**config.mk**
```make
export PLATFORM = sky130hd
export DESIGN_NAME = scan_timer
export DESIGN_NICKNAME = d
export VERILOG_FILES = /design/src/rtl/scan_timer.sv
export SDC_FILE = /design/constraint.sdc
export NUM_CORES = 1
export LEC_CHECK = 0
export BUFFER_PORTS_ARGS = -buffer_cell sky130_fd_sc_hd__buf_2
export CAP_MARGIN = 30
export CORE_MARGIN = 8
export CORE_UTILIZATION = 47
export DETAILED_ROUTE_END_ITERATION = 8
export PLACE_DENSITY_LB_ADDON = 0.12
export SYNTH_ARGS = -nofsm -noshare
export SYNTH_HDL_FRONTEND = slang
export SYNTH_SLANG_ARGS = --single-unit
```
**constraint.sdc**
```tcl
create_clock -name clk -period 1.93 [get_ports clk]
set_clock_uncertainty 0.15 [all_clocks]
set_input_delay 0.0965 -clock clk [delete_from_list [all_inputs] [get_ports clk]]
set_output_delay 0.0965 -clock clk [all_outputs]
set_load 0.02 [all_outputs]
```
**src/rtl/scan_timer.sv**
```systemverilog
module scan_timer #(
  parameter int CLK_DIV  = 1,
  parameter int H_VIS    = 640,
  parameter int H_FP     = 16,
  parameter int H_SYNC   = 96,
  parameter int H_BP     = 48,
  parameter int V_VIS    = 480,
  parameter int V_FP     = 10,
  parameter int V_SYNC   = 2,
  parameter int V_BP     = 33,
  parameter bit SYNC_LOW = 1'b1,
  parameter int RGB_W    = 12,
  parameter int COL_W    = $clog2(H_VIS + H_FP + H_SYNC + H_BP),
  parameter int ROW_W    = $clog2(V_VIS + V_FP + V_SYNC + V_BP)
) (
  input  logic             clk,
  input  logic             rst,
  input  logic [RGB_W-1:0] rgb_in,
  output logic             hsync,
  output logic             vsync,
  output logic             active,
  output logic [COL_W-1:0] col,
  output logic [ROW_W-1:0] row,
  output logic [RGB_W-1:0] rgb_out
);
  localparam int H_TOT = H_VIS + H_FP + H_SYNC + H_BP;
  localparam int V_TOT = V_VIS + V_FP + V_SYNC + V_BP;
  localparam int H_SS  = H_VIS + H_FP;
  localparam int H_SE  = H_SS + H_SYNC;
  localparam int V_SS  = V_VIS + V_FP;
  localparam int V_SE  = V_SS + V_SYNC;
  localparam int DIV_W = (CLK_DIV > 1) ? $clog2(CLK_DIV) : 1;

  logic [DIV_W-1:0] div;
  logic [COL_W-1:0] hc;
  logic [ROW_W-1:0] vc;

  wire tick  = (div == DIV_W'(CLK_DIV - 1));
  wire h_end = (hc == COL_W'(H_TOT - 1));
  wire v_end = (vc == ROW_W'(V_TOT - 1));
  wire vis   = (hc < COL_W'(H_VIS)) && (vc < ROW_W'(V_VIS));
  wire h_in  = (hc >= COL_W'(H_SS)) && (hc < COL_W'(H_SE));
  wire v_in  = (vc >= ROW_W'(V_SS)) && (vc < ROW_W'(V_SE));

  always_ff @(posedge clk) begin
    if (rst) begin
      div <= '0;
      hc  <= '0;
      vc  <= '0;
    end else begin
      div <= tick ? '0 : div + 1'b1;
      if (tick) begin
        hc <= h_end ? '0 : hc + 1'b1;
        if (h_end) vc <= v_end ? '0 : vc + 1'b1;
      end
    end
  end

  always_ff @(posedge clk) begin
    if (rst) begin
      hsync   <= SYNC_LOW;
      vsync   <= SYNC_LOW;
      active  <= 1'b0;
      col     <= '0;
      row     <= '0;
      rgb_out <= '0;
    end else begin
      hsync   <= h_in ^ SYNC_LOW;
      vsync   <= v_in ^ SYNC_LOW;
      active  <= vis;
      col     <= hc;
      row     <= vc;
      rgb_out <= vis ? rgb_in : '0;
    end
  end
endmodule

```
==> results.toml <==
[global_route]
grt_pass1_vias = 1554
antenna_found_initial = 0
grt_max_degree = 19
grt_use_total = 0.140
grt_pass1_wl_um = 7340
overflow = 0

[clock_tree]
cts_buffer_depth = 2
cts_max_level = 2
clock-sinks = 56
clockRootBuffer = "clkbuf_8"
cts_tree = "yes"
path_clk_slew_ns = 0.10
clk_latency_ns = 0.31
cts_buffers = 5

[worst_setup_path]
crit_path_cell_trace = "nor4b_4 > buf_4 > nand4_4 > or4_1 > a21oi_1"
reg2reg_slack_ns = 0.07
crit_path_end_kind = "flip-flop"
reg2regPathDepth = 5
crit_path_max_incr_delay_ns = 0.53
r2r_end = "vc[6]"
path_class = "reg2reg"
cp_slowest_cell = "or4_1"
crit_path_start = "hc[7]"
start_kind = "flip-flop"
worst-path-max-fanout = 7
crit_path_end = "vc[6]"
crit_arrival_ns = 1.94
reg2reg_from = "hc[7]"
worstPathRequired_ns = 2.02

[synthesis]
ys_warn_count = 0
synth_ff_type = "dfxtp_1"
netlist_area_um2 = 2010
synth_top_area_frac = 0.557
synth_top_cell_by_area = "dfxtp_1"
post_synth.cell_area_avg_um2 = 9.97
synthCells = 202
synth-edff-count = 0
ys_ff_latch = 56
synth_nets = 220
synthArstFlopShare = 0
synth.distinct_cells = 35
synth-seq-area-share = 0.557
yosys-top-cells-area = "dfxtp_1 56%, nor2b_1 5.6%, and2_1 4.4%"

[final_layout]
antenna_cells = 0
fin_nets = 303
finish.instance_area_um2 = 2740
area_delta_synth_final_pct = 36.1
final_cells = 338
drive_gt1_frac = 0.301

[pwr]
total_leakage_power_nw = 1.24
vdd_drop_max_mv = 0.467
p_per_area_nw_per_um2 = 765

[flow_run]
drv_cap = 0

[sta]
finalCritPeriodShare = 0.961
hold_violations = 0
final.setup.tns_ns = 0
rsz0062_at_grt = "false"
finalMaxSlewViolations = 0
max_freq_mhz = 539
setup_viol = 0
finalCriticalPeriod_ns = 1.86

[floorplan]
num_rows = 24
initial_core_util = 0.475
io_pins = 49
dieArea_um2 = 6630
chipHeight_um = 81.4
core_area_um2 = 4230
die_x_um = 81.4

[placement]
placedCellCount = 313
port_buffers = 48
dp_hpwl_um = 2990
gp_congestion = 0.759
placed_cell_area_um2 = 2420

[route]
drtIter0Drc = 95
avgRoutedWirePerCell_um = 14.3
drc = 0
num_vias = 1669
avgViaCountPerCell = 4.94
drtAntennaViolNets = 0
first_pass_iters = 4
drt-total-wl_um = 4820

[outcome]
status = "finished clean"

[worst_hold_path]
hold_path.class = "in2reg"
## cell usage in the layout, fill, tap and decap left out, types with 3 or more instances in the layout
cell,count
and2_1,14
or4_1,4
nor2b_1,17
nand2_1,11
nor3_1,3
xor2_1,4
o31ai_1,4
inv_1,8
dfxtp_1,56
nand4_1,5
xnor2_1,5
nand3_1,7
nor2_1,19
and3_1,4
clkbuf_8,5
buf_2,48
ha_1,4
buf_4,22
o21ai_0,4
a21oi_1,7
dlygate4sd3_1,13
## final cells by class
type                       instances  area, um2
clock inverter                     3       47.5
timing repair buffer              83        536
inverter                           8       30.0
sequential                        56       1120
tap                               52       65.1
multi-input combinational        131        872
fill                             342       1490
clock buffer                       5       68.8
## timing repair
item,4_1_cts,5_1_grt
hold buffers,13,0
pin swaps,0,2
endpoints found under the hold margin,17,0
gates resized for setup,2,5
cloned,0,1
endpoints found under the setup margin,5,7
buffers inserted,0,3
## synth_stat cells (5+ instances only)
| master | number |
|---|---|
| dfxtp_1 | 56 |
| nor2_1 | 19 |
| nor2b_1 | 18 |
| and2_1 | 14 |
| nand2_1 | 11 |
| inv_1 | 8 |
| a21oi_1 | 7 |
| nand3_1 | 7 |
| clkbuf_1 | 5 |
| nand4_1 | 5 |
| xnor2_1 | 5 |
## state kept, by name, indices dropped and copies added (netlist names)
register  flops
active        1
col          10
div           1
hc           10
hsync         1
rgb_out      12
row          10
vc           10
vsync         1
## stage by stage
| stage | power, W | util | hold slack (ns) | setup slack [ns] |
|---|---|---|---|---|
| 2_1_floorplan | 0.00127 | - | 0.0682 | 0.139 |
| 3_3_place_gp | 0.00132 | 0.571 | 0.149 | 0.00231 |
| 3_5_place_dp | 0.00132 | 0.571 | 0.150 | -0.00194 |
| 4_1_cts | 0.00211 | 0.633 | 0.357 | 0.0523 |
| 5_1_grt | 0.00218 | 0.647 | 0.388 | 0.0222 |
| 6_report | 0.00210 | 0.647 | 0.380 | 0.0748 |
## power breakdown
part	switching, W	internal [W]
Sequential	0.00000693	0.00118
Clock	0.000385	0.000391
Combinational	0.0000706	0.0000660
## per-layer routing
metal / share of wire / GRT usage / wire, um
met1: 0.46 / 0.161 / 2220
met2: 0.45 / 0.242 / 2170
met5: 0 / 0 / 0
met4: 0.014 / 0.0482 / 68
met3: 0.075 / 0.0416 / 361
## logic make-up (layout without fill, tap and decap cells)
group           count (synthesis)  count (layout)  share of synthesized area
compound gates                 20              20                     0.0646
xor+xnor                        9               9                     0.0392
fa+ha+maj                       4               4                     0.0249
buf+inv                        16              99                     0.0360
flops                          56              56                      0.557
mux                             1               1                    0.00559
other cells                     1               1                    0.00186
simple gates                   95              96                      0.271
## worst min path at each step
stage	from	end	slack [ns]	cells after the start
after floorplan	rgb_in[0]	rgb_out[0]	0.07	1
after detailed placement	rgb_in[11]	rgb_out[11]	0.15	2
after CTS	rgb_in[9]	rgb_out[9]	0.36	3
after global placement	rgb_in[10]	rgb_out[10]	0.15	2
after global routing	rgb_in[4]	rgb_out[4]	0.39	3
final	rgb_in[4]	rgb_out[4]	0.38	3
## critical path, delay by kind of cell (launching register included)
kind	cells	cell delay (ns)
and+or+nand+nor	3	0.95
DFF	1	0.35
buffers and inverters	1	0.18
AOI/OAI and AO/OA	1	0.15
Power figures use the tool's default switching activity.
